[config.mk]
export PLATFORM = sky130hd
export DESIGN_NAME = dual_issue_pair
export DESIGN_NICKNAME = d
export VERILOG_FILES = /design/src/rtl/dip_pkg.sv /design/src/rtl/dip_hazard.sv /design/src/rtl/dip_decide.sv /design/src/rtl/dip_issue_reg.sv /design/src/rtl/dual_issue_pair.sv
export SDC_FILE = /design/constraint.sdc
export NUM_CORES = 1
export LEC_CHECK = 0
export BUFFER_PORTS_ARGS = -buffer_cell sky130_fd_sc_hd__buf_2
export CAP_MARGIN = 10
export CORE_AREA = 2 2 39 41
export CTS_BUF_LIST = sky130_fd_sc_hd__clkbuf_4
export CTS_CLUSTER_SIZE = 12
export DETAILED_ROUTE_END_ITERATION = 8
export DIE_AREA = 0 0 41 43
export GPL_ROUTABILITY_DRIVEN = 0
export SKIP_LAST_GASP = 1
export SLEW_MARGIN = 25
export SYNTH_ARGS = -nofsm -noshare
export SYNTH_HDL_FRONTEND = slang
export SYNTH_HIERARCHICAL = 1
export SYNTH_SLANG_ARGS = --single-unit
export TNS_END_PERCENT = 1
[constraint.sdc]
create_clock -name clk -period 3.4 [get_ports clk]
set_input_delay 0.51 -clock clk [delete_from_list [all_inputs] [get_ports clk]]
set_output_delay 0.51 -clock clk [all_outputs]
set_load 0.005 [all_outputs]
[src/rtl/dip_pkg.sv]
package dip_pkg;

  typedef enum logic [1:0] {
    TAKE_NONE = 2'd0,
    TAKE_ONE  = 2'd1,
    TAKE_TWO  = 2'd2
  } take_e;

  typedef struct packed {
    logic  main;
    logic  sec;
    take_e take;
  } issue_t;

  localparam issue_t ISSUE_IDLE = '{main: 1'b0, sec: 1'b0, take: TAKE_NONE};

endpackage

[src/rtl/dip_hazard.sv]
module dip_hazard #(
  parameter int RW   = 5,
  parameter int NSRC = 2
) (
  input  logic                 old_dst_vld,
  input  logic [RW-1:0]        old_dst,
  input  logic                 yng_dst_vld,
  input  logic [RW-1:0]        yng_dst,
  input  logic [NSRC-1:0]      yng_src_vld,
  input  logic [NSRC*RW-1:0]   yng_src,
  output logic                 raw,
  output logic                 waw
);

  logic [NSRC-1:0] src_hit;

  for (genvar s = 0; s < NSRC; s++) begin : g_src
    assign src_hit[s] = yng_src_vld[s] && (yng_src[s*RW +: RW] == old_dst);
  end

  assign raw = old_dst_vld && (|src_hit);
  assign waw = old_dst_vld && yng_dst_vld && (old_dst == yng_dst);

  // with no older destination, no hazard may be reported
  always_comb begin
    if (!old_dst_vld) begin
      p_nodst_noconf_r10: assert (!raw && !waw);
    end
  end

endmodule

[src/rtl/dip_decide.sv]
module dip_decide
  import dip_pkg::*;
(
  input  logic   stall,
  input  logic   old_valid,
  input  logic   old_simple,
  input  logic   old_branch,
  input  logic   yng_valid,
  input  logic   yng_simple,
  input  logic   raw,
  input  logic   waw,
  output issue_t dec
);

  logic can_go;
  logic can_pair;

  assign can_go   = old_valid && !stall;
  assign can_pair = yng_valid && old_simple && yng_simple && !old_branch && !raw && !waw;

  always_comb begin
    dec = ISSUE_IDLE;
    if (can_go) begin
      dec.main = 1'b1;
      dec.take = TAKE_ONE;
      if (can_pair) begin
        dec.sec  = 1'b1;
        dec.take = TAKE_TWO;
      end
    end
  end

  // the secondary pipe never runs without the main pipe
  always_comb begin
    if (dec.sec) begin
      p_sec_with_main_r11: assert (dec.main && dec.take == TAKE_TWO);
    end
  end

endmodule

[src/rtl/dip_issue_reg.sv]
module dip_issue_reg
  import dip_pkg::*;
(
  input  logic   clk,
  input  logic   rst,
  input  issue_t d,
  output issue_t q
);

  always_ff @(posedge clk) begin
    if (rst) begin
      q <= ISSUE_IDLE;
    end else begin
      q <= d;
    end
  end

endmodule

[src/rtl/dual_issue_pair.sv]
module dual_issue_pair
  import dip_pkg::*;
#(
  parameter int RW   = 5,
  parameter int NSRC = 2
) (
  input  logic               clk,
  input  logic               rst,
  input  logic               stall,
  input  logic               old_valid,
  input  logic               old_simple,
  input  logic               old_branch,
  input  logic               old_dst_vld,
  input  logic [RW-1:0]      old_dst,
  input  logic               yng_valid,
  input  logic               yng_simple,
  input  logic               yng_dst_vld,
  input  logic [RW-1:0]      yng_dst,
  input  logic [NSRC-1:0]    yng_src_vld,
  input  logic [NSRC*RW-1:0] yng_src,
  output logic               issue_main,
  output logic               issue_sec,
  output logic [1:0]         take
);

  logic   raw;
  logic   waw;
  issue_t dec;
  issue_t dec_q;

  dip_hazard #(.RW(RW), .NSRC(NSRC)) u_hazard (
    .old_dst_vld (old_dst_vld),
    .old_dst     (old_dst),
    .yng_dst_vld (yng_dst_vld),
    .yng_dst     (yng_dst),
    .yng_src_vld (yng_src_vld),
    .yng_src     (yng_src),
    .raw         (raw),
    .waw         (waw)
  );

  dip_decide u_decide (
    .stall      (stall),
    .old_valid  (old_valid),
    .old_simple (old_simple),
    .old_branch (old_branch),
    .yng_valid  (yng_valid),
    .yng_simple (yng_simple),
    .raw        (raw),
    .waw        (waw),
    .dec        (dec)
  );

  dip_issue_reg u_reg (
    .clk (clk),
    .rst (rst),
    .d   (dec),
    .q   (dec_q)
  );

  assign issue_main = dec_q.main;
  assign issue_sec  = dec_q.sec;
  assign take       = dec_q.take;

  p_stall_quiet_r2: assert property (@(posedge clk) disable iff (rst)
    $past(stall) |-> (!issue_main && !issue_sec && take == 2'd0));

  p_old_invalid_r3: assert property (@(posedge clk) disable iff (rst)
    !$past(old_valid) |-> (!issue_main && !issue_sec));

  p_main_issues_r4: assert property (@(posedge clk) disable iff (rst)
    (!$past(rst) && $past(old_valid) && !$past(stall)) |-> issue_main);

  p_simple_only_r5: assert property (@(posedge clk) disable iff (rst)
    (!$past(old_simple) || !$past(yng_simple)) |-> !issue_sec);

  p_branch_blocks_r6: assert property (@(posedge clk) disable iff (rst)
    $past(old_branch) |-> !issue_sec);

  p_raw_blocks_r7: assert property (@(posedge clk) disable iff (rst)
    $past(raw) |-> !issue_sec);

  p_waw_blocks_r8: assert property (@(posedge clk) disable iff (rst)
    $past(waw) |-> !issue_sec);

  p_yng_invalid_r9: assert property (@(posedge clk) disable iff (rst)
    !$past(yng_valid) |-> !issue_sec);

  p_take_legal_r11: assert property (@(posedge clk) disable iff (rst)
    (take != 2'd3) && (take == 2'(issue_main) + 2'(issue_sec)));

endmodule

==> impl_metrics.prom, run 1 <==
# TYPE chip_impl_metric gauge
chip_impl_metric{name="regArea",unit="sq um"} 80.08
chip_impl_metric{name="synth_area",unit="sq um"} 337.8
chip_impl_metric{name="totalPowerFinal",unit="mW"} 0.1517
chip_impl_metric{name="post_cts.resized_instances",unit=""} 0
chip_impl_metric{name="final_layout_size_suffix_gt1_share",unit="%"} 52.70
chip_impl_info{name="hold_path_class",value="input port to flip-flop"} 1
chip_impl_metric{name="n_fill_cell",unit=""} 132
chip_impl_metric{name="power-per-cell-area",unit="nW/um^2"} 280.6
chip_impl_metric{name="fin_worst_hold_slack",unit="ns"} 0.4842
chip_impl_metric{name="p_switching",unit="mW"} 0.03568
chip_impl_metric{name="endpoint_required_time_on_the_critical_path",unit="ns"} 3.56
chip_impl_metric{name="die_w",unit="um"} 41
chip_impl_metric{name="placedInstanceArea",unit="sq um"} 518.0
chip_impl_info{name="largest-register",value="u_reg/q"} 1
chip_impl_info{name="status",value="complete, no violations"} 1
chip_impl_metric{name="max_freq",unit="GHz"} 0.7015
chip_impl_metric{name="initial_utilization",unit="%"} 24.41
chip_impl_metric{name="synthesis.yosys.warnings",unit=""} 6
chip_impl_metric{name="grt_pass1_wl",unit="um"} 1173
chip_impl_metric{name="tritoncts_num_sinks",unit=""} 4
chip_impl_metric{name="setup_viol",unit=""} 0
chip_impl_metric{name="total_die_area",unit="sq um"} 1763
chip_impl_metric{name="syn-mean-instance-area",unit="sq um"} 8.890
chip_impl_metric{name="netlist.area_leader.share",unit="%"} 38.89
chip_impl_metric{name="num_vias",unit=""} 391
chip_impl_metric{name="netlist-cell-type-count",unit=""} 12
chip_impl_info{name="setup.worst_path.start_class",value="input port"} 1
chip_impl_info{name="unrepaired_setup_endpoints_after_global_routing",value="false"} 1
chip_impl_metric{name="worst_ir_drop_vdd",unit="mV"} 0.07687
chip_impl_metric{name="cap_violations",unit=""} 0
chip_impl_info{name="hold_path_end",value="u_reg/q[2]"} 1
chip_impl_metric{name="cts.reportedPaths.clkPinSlew",unit="ns"} 0.03
chip_impl_metric{name="track_usage",unit="%"} 10.21
chip_impl_metric{name="tritoncts.num_buffers",unit=""} 3
chip_impl_info{name="synthDominantAreaCellType",value="xnor2_1"} 1
chip_impl_metric{name="antenna_found_initial",unit=""} 0
chip_impl_metric{name="finish.net_count",unit=""} 108
chip_impl_metric{name="worst_ep_arrival_time",unit="ns"} 1.59
chip_impl_metric{name="static-leakage-power",unit="nW"} 0.2515
chip_impl_info{name="worst_hold_startpoint",value="rst"} 1
chip_impl_metric{name="yosys_register_bits",unit=""} 4
chip_impl_metric{name="drt-vias-per-instance",unit=""} 4.344
chip_impl_metric{name="combinational_group_share_of_total_power",unit="%"} 30.9
chip_impl_metric{name="min_period_over_period",unit="%"} 41.93
chip_impl_metric{name="hold_violations",unit=""} 0
chip_impl_info{name="top_regs",value="u_reg/q: 4 flops"} 1
chip_impl_metric{name="drt.antenna.violating_nets",unit=""} 0
chip_impl_info{name="cts_tree",value="built"} 1
chip_impl_info{name="critPathKind",value="input port to flip-flop"} 1
chip_impl_metric{name="core.rowCount",unit=""} 14
chip_impl_metric{name="firstDrtPassIters",unit=""} 2
chip_impl_metric{name="core",unit="sq um"} 1384
chip_impl_metric{name="ctsHtreeMaxLevel",unit=""} 1
chip_impl_metric{name="antenna_cells_inserted",unit=""} 0
chip_impl_metric{name="grt_overflow",unit=""} 0
chip_impl_metric{name="grt_start_max_net_pins",unit=""} 5
chip_impl_metric{name="cts_setup_buffers",unit=""} 0
chip_impl_metric{name="pwr-share-seq",unit="%"} 32.0
chip_impl_info{name="cp-startpoint",value="old_dst[3]"} 1
chip_impl_metric{name="multi_input_comb_area",unit="sq um"} 239.0
chip_impl_metric{name="setup_total_negative_slack",unit="ns"} 0
chip_impl_metric{name="postLayoutCoreUtil",unit="%"} 39.06
chip_impl_info{name="synth_top_cells_by_area",value="xnor2_1, dfxtp_1, nor2b_1"} 1
chip_impl_metric{name="report.final.slew_viol_count",unit=""} 0
chip_impl_metric{name="quantity_of_i_o_buffers_inserted_on_ports",unit=""} 35
chip_impl_metric{name="cts_hold_repair.buffers",unit=""} 0
chip_impl_metric{name="syn_nets",unit=""} 70
chip_impl_metric{name="internal_power",unit="mW"} 0.1160
chip_impl_metric{name="worst_pin_slew",unit="ns"} 0.2360
chip_impl_metric{name="fin_area",unit="sq um"} 540.5
chip_impl_metric{name="relative_max_transition_margin",unit="%"} 84.22
chip_impl_metric{name="detail_route.drc_violations",unit=""} 0
chip_impl_metric{name="design.portCount",unit=""} 36
chip_impl_metric{name="routed_wirelength",unit="um"} 801
chip_impl_metric{name="cts-root-to-sink-buffers",unit=""} 2
chip_impl_metric{name="die-height",unit="um"} 43
chip_impl_metric{name="first_global_vias",unit=""} 346
chip_impl_metric{name="p_sw_share",unit="%"} 23.52
chip_impl_info{name="root_buffer",value="clkbuf_4"} 1
chip_impl_metric{name="clock_share_of_power",unit="%"} 37.1
chip_impl_metric{name="syn2layout_area_growth",unit="%"} 60.00
chip_impl_metric{name="worstHoldPathCells",unit=""} 2
chip_impl_metric{name="yosysSeqAreaShare",unit="%"} 23.70
chip_impl_metric{name="detail_route.iter0.violations",unit=""} 3
chip_impl_metric{name="crit_path_max_fanout",unit=""} 3
chip_impl_info{name="crit_path_end_kind",value="flip-flop"} 1
chip_impl_metric{name="clock_period_minus_final_worst_setup_slack",unit="ns"} 1.426
chip_impl_metric{name="largest_reg_flops",unit=""} 4
chip_impl_metric{name="drt-wirelength-per-cell",unit="um"} 8.900
chip_impl_metric{name="syn_inst",unit=""} 38
## synth_stat cells (all sizes together)
library cell and count:
o22ai 1, nand4 3, nor4b 1, dfxtp 4, buf 2, inv 1, nor2b 5, and4 1
nor2 1, a311oi 1, xnor2 15, nand3 3
## worst max path at each step
stage,end,cells past startpoint
after floorplan,u_reg/q[2],7
after global placement,u_reg/q[2],7
after detailed placement,u_reg/q[0],7
after CTS,u_reg/q[0],7
after global routing,u_reg/q[0],7
final,u_reg/q[1],7
## worst max-delay path, cell delays in order
cell,delay [ns]
buf_2,0.13
xnor2_1,0.13
nand4_1,0.09
o22ai_1,0.10
nor4b_2,0.28
and4_1,0.23
nor2b_1,0.12
## per-stage QoR
step,std cells,worst slack (ns)
2_1_floorplan,38,1.868
3_3_place_gp,87,1.736
3_5_place_dp,87,1.713
4_1_cts,90,1.963
5_1_grt,90,1.830
6_report,90,1.974
## kinds of logic after synthesis
logic type | synth area share, %
DFF | 23.70
buffers and inverters | 5.553
xor gates and xnor gates | 38.89
AOI/OAI and AO/OA | 4.446
and+or+nand+nor | 27.40
## cells in the final DEF (no fill, tap or decap), drive strengths merged, types with 3 or more instances in the layout
master	synthesis	final
buf	2	35
clkbuf	0	3
dfxtp	4	4
nand3	3	3
nand4	3	3
nor2b	5	5
xnor2	15	15
## metal layers
layer | track usage, % | wire length [um] | up-vias
met4 | 10.00 | 9 | 0
met5 | 0 | 0 | -
li1 | - | - | 203
met1 | 10.19 | 287 | 152
met2 | 15.94 | 375 | 34
met3 | 2.094 | 129 | 2
## cell type report
| class | count | area share (%) |
|---|---|---|
| Multi-Input combinational cell | 31 | 44.21 |
| Timing Repair Buffer | 35 | 32.41 |
| Sequential cell | 4 | 14.81 |
| Clock buffer | 3 | 4.167 |
| Tap cell | 16 | 3.704 |
| Inverter | 1 | 0.6944 |
## power by group through the flow
stage               Sequential, mW  Clock, mW  Combinational [mW]
floorplan                   0.0494          0              0.0218
global placement            0.0492          0              0.0476
detailed placement          0.0493          0              0.0476
CTS                         0.0486     0.0599              0.0477
global route                0.0486     0.0609              0.0521
finish                      0.0486     0.0563              0.0468
Power figures use the tool's default switching activity.
==> run 2: changes to the inputs <==
==> constraint.sdc (replaced) <==
create_clock -name clk -period 1.2 [get_ports clk]
set_input_delay 0.18 -clock clk [delete_from_list [all_inputs] [get_ports clk]]
set_output_delay 0.18 -clock clk [all_outputs]
set_load 0.005 [all_outputs]
==> run 2 against run 1 <==
- largest cell class unchanged
- highest routed layer is now met3
- sequential power grew to 2.8 times the previous value
- combinational power grew to 2.8 times the previous value
- total power grew to 2.8 times the previous value
- final cell count stayed put
- critical path depth stayed put
==> impl_metrics.prom, run 2 (synthesis gave the netlist of run 1 again) <==
# TYPE chip_impl_metric gauge
chip_impl_metric{name="cts_setup_buffers",unit=""} 0
chip_impl_metric{name="quantity_of_i_o_buffers_inserted_on_ports",unit=""} 35
chip_impl_metric{name="post_cts.resized_instances",unit=""} 0
chip_impl_metric{name="setup_total_negative_slack",unit="ns"} 0
chip_impl_metric{name="tritoncts.num_buffers",unit=""} 3
chip_impl_metric{name="cts-root-to-sink-buffers",unit=""} 2
chip_impl_metric{name="largest_reg_flops",unit=""} 4
chip_impl_metric{name="core.rowCount",unit=""} 14
chip_impl_info{name="root_buffer",value="clkbuf_4"} 1
chip_impl_metric{name="antenna_found_initial",unit=""} 0
chip_impl_metric{name="critical-path-max-stage-delay",unit="ns"} 0.24
chip_impl_metric{name="syn2layout_area_growth",unit="%"} 60.00
chip_impl_info{name="status",value="complete, no violations"} 1
chip_impl_metric{name="power-per-cell-area",unit="nW/um^2"} 799.4
chip_impl_metric{name="ctsHtreeMaxLevel",unit=""} 1
chip_impl_metric{name="fin_worst_hold_slack",unit="ns"} 0.1538
chip_impl_metric{name="max_freq",unit="GHz"} 0.9311
chip_impl_metric{name="die-height",unit="um"} 43
chip_impl_info{name="layout.cells.most_common",value="buf_2"} 1
chip_impl_metric{name="grt_pass1_wl",unit="um"} 1235
chip_impl_metric{name="drt-vias-per-instance",unit=""} 4.356
chip_impl_info{name="crit_path_end_kind",value="flip-flop"} 1
chip_impl_metric{name="totalPowerFinal",unit="mW"} 0.4321
chip_impl_metric{name="setup_viol",unit=""} 0
chip_impl_metric{name="grt_start_max_net_pins",unit=""} 5
chip_impl_metric{name="worst_ep_arrival_time",unit="ns"} 1.24
chip_impl_info{name="worst_hold_startpoint",value="rst"} 1
chip_impl_info{name="layout.cells.most_common_list",value="buf_2, xnor2_1, nor2b_1, dfxtp_1"} 1
chip_impl_info{name="top_regs",value="u_reg/q: 4 flops"} 1
chip_impl_metric{name="cts.reportedPaths.clkPinSlew",unit="ns"} 0.04
chip_impl_info{name="worstPathCellList",value="buf_2 > xnor2_1 > nand4_1 > o22ai_1 > nor4b_2 > a311oi_1 > nor2b_1"} 1
chip_impl_metric{name="hold_violations",unit=""} 0
chip_impl_metric{name="grt_overflow",unit=""} 0
chip_impl_metric{name="tritoncts_num_sinks",unit=""} 4
chip_impl_metric{name="cap_violations",unit=""} 0
chip_impl_metric{name="final_layout_size_suffix_gt1_share",unit="%"} 52.70
chip_impl_metric{name="antenna_cells_inserted",unit=""} 0
chip_impl_info{name="cp-startpoint",value="old_dst[1]"} 1
chip_impl_metric{name="endpoint_required_time_on_the_critical_path",unit="ns"} 1.37
chip_impl_metric{name="die_w",unit="um"} 41
chip_impl_metric{name="track_usage",unit="%"} 10.51
chip_impl_metric{name="drt.antenna.violating_nets",unit=""} 0
chip_impl_metric{name="routed_wirelength",unit="um"} 808
chip_impl_metric{name="initial_utilization",unit="%"} 24.41
chip_impl_metric{name="drt-wirelength-per-cell",unit="um"} 8.978
chip_impl_metric{name="firstDrtPassIters",unit=""} 2
chip_impl_metric{name="cts_hold_repair.buffers",unit=""} 0
chip_impl_info{name="unrepaired_setup_endpoints_after_global_routing",value="false"} 1
chip_impl_info{name="cp_top_family",value="compound AO/OA/AOI/OAI gates"} 1
chip_impl_metric{name="finish.net_count",unit=""} 108
chip_impl_metric{name="first_global_vias",unit=""} 371
chip_impl_info{name="setup.worst_path.start_class",value="input port"} 1
chip_impl_info{name="largest-register",value="u_reg/q"} 1
chip_impl_info{name="cts_tree",value="built"} 1
chip_impl_metric{name="relative_max_transition_margin",unit="%"} 85.21
chip_impl_metric{name="detail_route.iter0.violations",unit=""} 4
chip_impl_metric{name="dp_slack",unit="ns"} -0.1296
chip_impl_metric{name="report.final.slew_viol_count",unit=""} 0
chip_impl_info{name="critPathKind",value="input port to flip-flop"} 1
chip_impl_metric{name="detail_route.drc_violations",unit=""} 0
chip_impl_metric{name="num_vias",unit=""} 392
chip_impl_metric{name="clock_period_minus_final_worst_setup_slack",unit="ns"} 1.074
chip_impl_metric{name="design.portCount",unit=""} 36
chip_impl_metric{name="path_buf_inv",unit=""} 1
chip_impl_metric{name="total_die_area",unit="sq um"} 1763
chip_impl_metric{name="hpwlAfterDp",unit="um"} 775.5
chip_impl_metric{name="worst_ir_drop_vdd",unit="mV"} 0.2108
chip_impl_metric{name="worst_pin_slew",unit="ns"} 0.2213
chip_impl_metric{name="core",unit="sq um"} 1384
chip_impl_info{name="slowest_stage_cell_cp",value="a311oi_1"} 1
chip_impl_metric{name="min_period_over_period",unit="%"} 89.50
chip_impl_info{name="hold_path_class",value="input port to flip-flop"} 1
chip_impl_metric{name="timing.final.ws_setup",unit="ns"} 0.1260
chip_impl_metric{name="crit_path_max_fanout",unit=""} 3
chip_impl_metric{name="static-leakage-power",unit="nW"} 0.2515
-- run 2: area by class of cell --
type / count / area [sq um]
clock buffer: 3 / 22.52
fill: 146 / 843.3
inverter: 1 / 3.754
multi-input combinational: 31 / 239.0
sequential: 4 / 80.08
tap: 16 / 20.02
timing repair buffer: 35 / 175.2
-- run 2: worst paths after layout --
check	cells past startpoint	to	slack, ns
hold / removal	2	u_reg/q[1]	0.15
setup / recovery	7	u_reg/q[0]	0.13
-- run 2: per-layer routing --
layer	track usage, %	up-vias	routed length [um]
met4	10.00	0	0
met1	9.554	155	279
met2	17.50	35	381
li1	-	202	-
met3	2.094	0	147
met5	0	-	0
-- run 2: power breakdown --
| part | leakage, nW | switching, mW | internal [mW] |
|---|---|---|---|
| combinational | 0.205 | 0.0526 | 0.0804 |
| sequential | 0.0325 | 0.000523 | 0.137 |
| clock | 0.0138 | 0.0502 | 0.112 |
| total | 0.251 | 0.103 | 0.329 |
-- run 2: stage by stage --
| step | utilization (%) | cell area (sq um) | std cells |
|---|---|---|---|
| 4_1_cts | 39.06 | 540.5 | 90 |
| 6_report | 39.06 | 540.5 | 90 |
| 2_1_floorplan | - | 337.8 | 38 |
| 3_3_place_gp | 37.43 | 518.0 | 87 |
| 3_5_place_dp | 37.43 | 518.0 | 87 |
| 5_1_grt | 39.06 | 540.5 | 90 |
==> run 3: changes to the inputs <==
--- a/config.mk
+++ b/config.mk
@@ -7,12 +7,15 @@
 export LEC_CHECK = 0
 export BUFFER_PORTS_ARGS = -buffer_cell sky130_fd_sc_hd__buf_2
 export CAP_MARGIN = 10
-export CORE_AREA = 2 2 39 41
+export CELL_PAD_IN_SITES_DETAIL_PLACEMENT = 1
+export CELL_PAD_IN_SITES_GLOBAL_PLACEMENT = 1
+export CORE_ASPECT_RATIO = 0.9
+export CORE_UTILIZATION = 20
 export CTS_BUF_LIST = sky130_fd_sc_hd__clkbuf_4
 export CTS_CLUSTER_SIZE = 12
 export DETAILED_ROUTE_END_ITERATION = 8
-export DIE_AREA = 0 0 41 43
 export GPL_ROUTABILITY_DRIVEN = 0
+export PLACE_DENSITY_LB_ADDON = 0.1
 export SKIP_LAST_GASP = 1
 export SLEW_MARGIN = 25
 export SYNTH_ARGS = -nofsm -noshare
==> run 3 against run 2 <==
- count of clock-buffer cells in the layout unchanged
- non-clock buffer count unchanged
- worst hold slack improved by 0.050 ns
- combinational power increased by 41%
- largest power group is now combinational logic
- largest cell class unchanged
==> impl_metrics.prom, run 3 (synthesis gave the netlist of run 1 again) <==
# TYPE chip_impl_metric gauge
chip_impl_info{name="status",value="complete, no violations"} 1
chip_impl_metric{name="drt-wirelength-per-cell",unit="um"} 11.43
chip_impl_metric{name="relative_max_transition_margin",unit="%"} 84.01
chip_impl_metric{name="combinational_group_share_of_total_power",unit="%"} 38.7
chip_impl_metric{name="post_cts.resized_instances",unit=""} 0
chip_impl_metric{name="hpwlAfterDp",unit="um"} 831.2
chip_impl_metric{name="cts.reportedPaths.clkPinSlew",unit="ns"} 0.04
chip_impl_metric{name="quantity_of_i_o_buffers_inserted_on_ports",unit=""} 35
chip_impl_metric{name="timing.final.ws_setup",unit="ns"} 0.04940
chip_impl_metric{name="max_freq",unit="GHz"} 0.8691
chip_impl_metric{name="worstHoldPathCells",unit=""} 2
chip_impl_metric{name="cts_setup_buffers",unit=""} 0
chip_impl_metric{name="power-per-cell-area",unit="nW/um^2"} 704.2
chip_impl_metric{name="endpoint_required_time_on_the_critical_path",unit="ns"} 1.37
chip_impl_metric{name="ctsHtreeMaxLevel",unit=""} 1
chip_impl_metric{name="drt.antenna.violating_nets",unit=""} 0
chip_impl_info{name="cp-startpoint",value="yng_src[5]"} 1
chip_impl_info{name="root_buffer",value="clkbuf_4"} 1
chip_impl_metric{name="cap_violations",unit=""} 0
chip_impl_metric{name="largest_reg_flops",unit=""} 4
chip_impl_info{name="crit_path_end_kind",value="flip-flop"} 1
chip_impl_metric{name="detail_route.drc_violations",unit=""} 0
chip_impl_metric{name="track_usage",unit="%"} 10.07
chip_impl_info{name="largest-register",value="u_reg/q"} 1
chip_impl_metric{name="p_switching",unit="mW"} 0.1192
chip_impl_info{name="critPathKind",value="input port to flip-flop"} 1
chip_impl_metric{name="core.rowCount",unit=""} 13
chip_impl_metric{name="detail_route.iter0.violations",unit=""} 2
chip_impl_metric{name="tritoncts_num_sinks",unit=""} 4
chip_impl_metric{name="first_global_vias",unit=""} 317
chip_impl_metric{name="finish.net_count",unit=""} 108
chip_impl_metric{name="syn2layout_area_growth",unit="%"} 104.1
chip_impl_metric{name="drt-vias-per-instance",unit=""} 4.177
chip_impl_metric{name="fin_worst_hold_slack",unit="ns"} 0.2040
chip_impl_metric{name="worst_ep_arrival_time",unit="ns"} 1.32
chip_impl_metric{name="final_layout_size_suffix_gt1_share",unit="%"} 67.57
chip_impl_metric{name="hold_violations",unit=""} 0
chip_impl_metric{name="cts-root-to-sink-buffers",unit=""} 2
chip_impl_metric{name="report.final.slew_viol_count",unit=""} 0
chip_impl_metric{name="total_die_area",unit="sq um"} 1858
chip_impl_metric{name="routed_wirelength",unit="um"} 1097
chip_impl_metric{name="worst_pin_slew",unit="ns"} 0.2392
chip_impl_metric{name="initial_utilization",unit="%"} 22.33
chip_impl_metric{name="die-height",unit="um"} 40.99
chip_impl_metric{name="worst_ir_drop_vdd",unit="mV"} 0.2824
chip_impl_metric{name="core",unit="sq um"} 1513
chip_impl_metric{name="antenna_cells_inserted",unit=""} 0
chip_impl_info{name="unrepaired_setup_endpoints_after_global_routing",value="true"} 1
chip_impl_metric{name="grt_pass1_wl",unit="um"} 1269
chip_impl_info{name="top_regs",value="u_reg/q: 4 flops"} 1
chip_impl_info{name="layout.cells.most_common",value="buf_2"} 1
chip_impl_metric{name="antenna_found_initial",unit=""} 0
chip_impl_metric{name="min_period_over_period",unit="%"} 95.88
chip_impl_metric{name="die_w",unit="um"} 45.32
chip_impl_info{name="hold_path_class",value="input port to flip-flop"} 1
chip_impl_metric{name="clock_share_of_power",unit="%"} 33.0
chip_impl_metric{name="cts_hold_repair.buffers",unit=""} 0
chip_impl_info{name="cts_tree",value="built"} 1
chip_impl_info{name="setup.worst_path.start_class",value="input port"} 1
chip_impl_info{name="layout.cells.most_common_list",value="buf_2, buf_6, xnor2_2, xnor2_1, dfxtp_1"} 1
chip_impl_metric{name="tritoncts.num_buffers",unit=""} 3
chip_impl_metric{name="internal_power",unit="mW"} 0.3663
chip_impl_metric{name="num_vias",unit=""} 401
chip_impl_metric{name="setup_viol",unit=""} 0
chip_impl_metric{name="grt_overflow",unit=""} 0
chip_impl_metric{name="clock_period_minus_final_worst_setup_slack",unit="ns"} 1.151
chip_impl_metric{name="static-leakage-power",unit="nW"} 0.3181
chip_impl_metric{name="p_sw_share",unit="%"} 24.54
chip_impl_metric{name="dp_slack",unit="ns"} -0.1555
chip_impl_metric{name="pwr-share-seq",unit="%"} 28.3
chip_impl_info{name="endpoint",value="u_reg/q[1]"} 1
chip_impl_metric{name="setup_total_negative_slack",unit="ns"} 0
chip_impl_metric{name="firstDrtPassIters",unit=""} 2
chip_impl_info{name="worst_hold_startpoint",value="rst"} 1
chip_impl_metric{name="grt_start_max_net_pins",unit=""} 5
chip_impl_metric{name="crit_path_max_fanout",unit=""} 2
chip_impl_metric{name="design.portCount",unit=""} 36
-- run 3: cell counts in the layout (fill, tap and decap cells not counted) --
No cell type changed its count.
-- run 3: power groups by stage --
stage	sequential (mW)	combinational, mW	clock [mW]
detailed placement	0.140	0.136	0
floorplan	0.140	0.0618	0
finish	0.137	0.188	0.160
global route	0.138	0.203	0.180
CTS	0.137	0.137	0.166
global placement	0.139	0.138	0
-- run 3: how the worst min path moves through the flow --
| stage | to |
|---|---|
| after global routing | u_reg/q[2] |
| after floorplan | u_reg/q[0] |
| final | u_reg/q[2] |
| after global placement | u_reg/q[0] |
| after detailed placement | u_reg/q[2] |
| after CTS | u_reg/q[2] |
-- run 3: through the flow --
stage	util, %	area (sq um)	cells	total power [mW]
2_1_floorplan	-	337.8	38	0.2019
3_3_place_gp	34.74	525.5	93	0.2778
3_5_place_dp	34.74	525.5	93	0.2758
4_1_cts	36.23	548.0	96	0.4410
5_1_grt	45.57	689.4	96	0.5204
6_report	45.57	689.4	96	0.4855
-- run 3: routing by layer --
metal | vias up | GRT usage [%] | part of all wire, %
li1 | 205 | - | -
met1 | 177 | 12.89 | 39
met2 | 19 | 15.94 | 53
met3 | 0 | 2.643 | 7.8
met4 | 0 | 4.545 | 0
met5 | - | 0 | 0
-- run 3: area by class of cell --
| type | instances | area (sq um) |
|---|---|---|
| multi-input cells | 31 | 320.3 |
| flip-flops and latches | 4 | 80.08 |
| repair buffers | 35 | 235.2 |
| clock buffers | 3 | 22.52 |
| fillers | 194 | 823.3 |
| well taps | 22 | 27.53 |
| inverters | 1 | 3.754 |
-- run 3: critical path: stages --
cell and delay, ns:
buf_2 0.12, xnor2_2 0.13, nand4_1 0.11, o22ai_2 0.07, nor4b_2 0.30, and4_1 0.27, nor2b_4 0.14
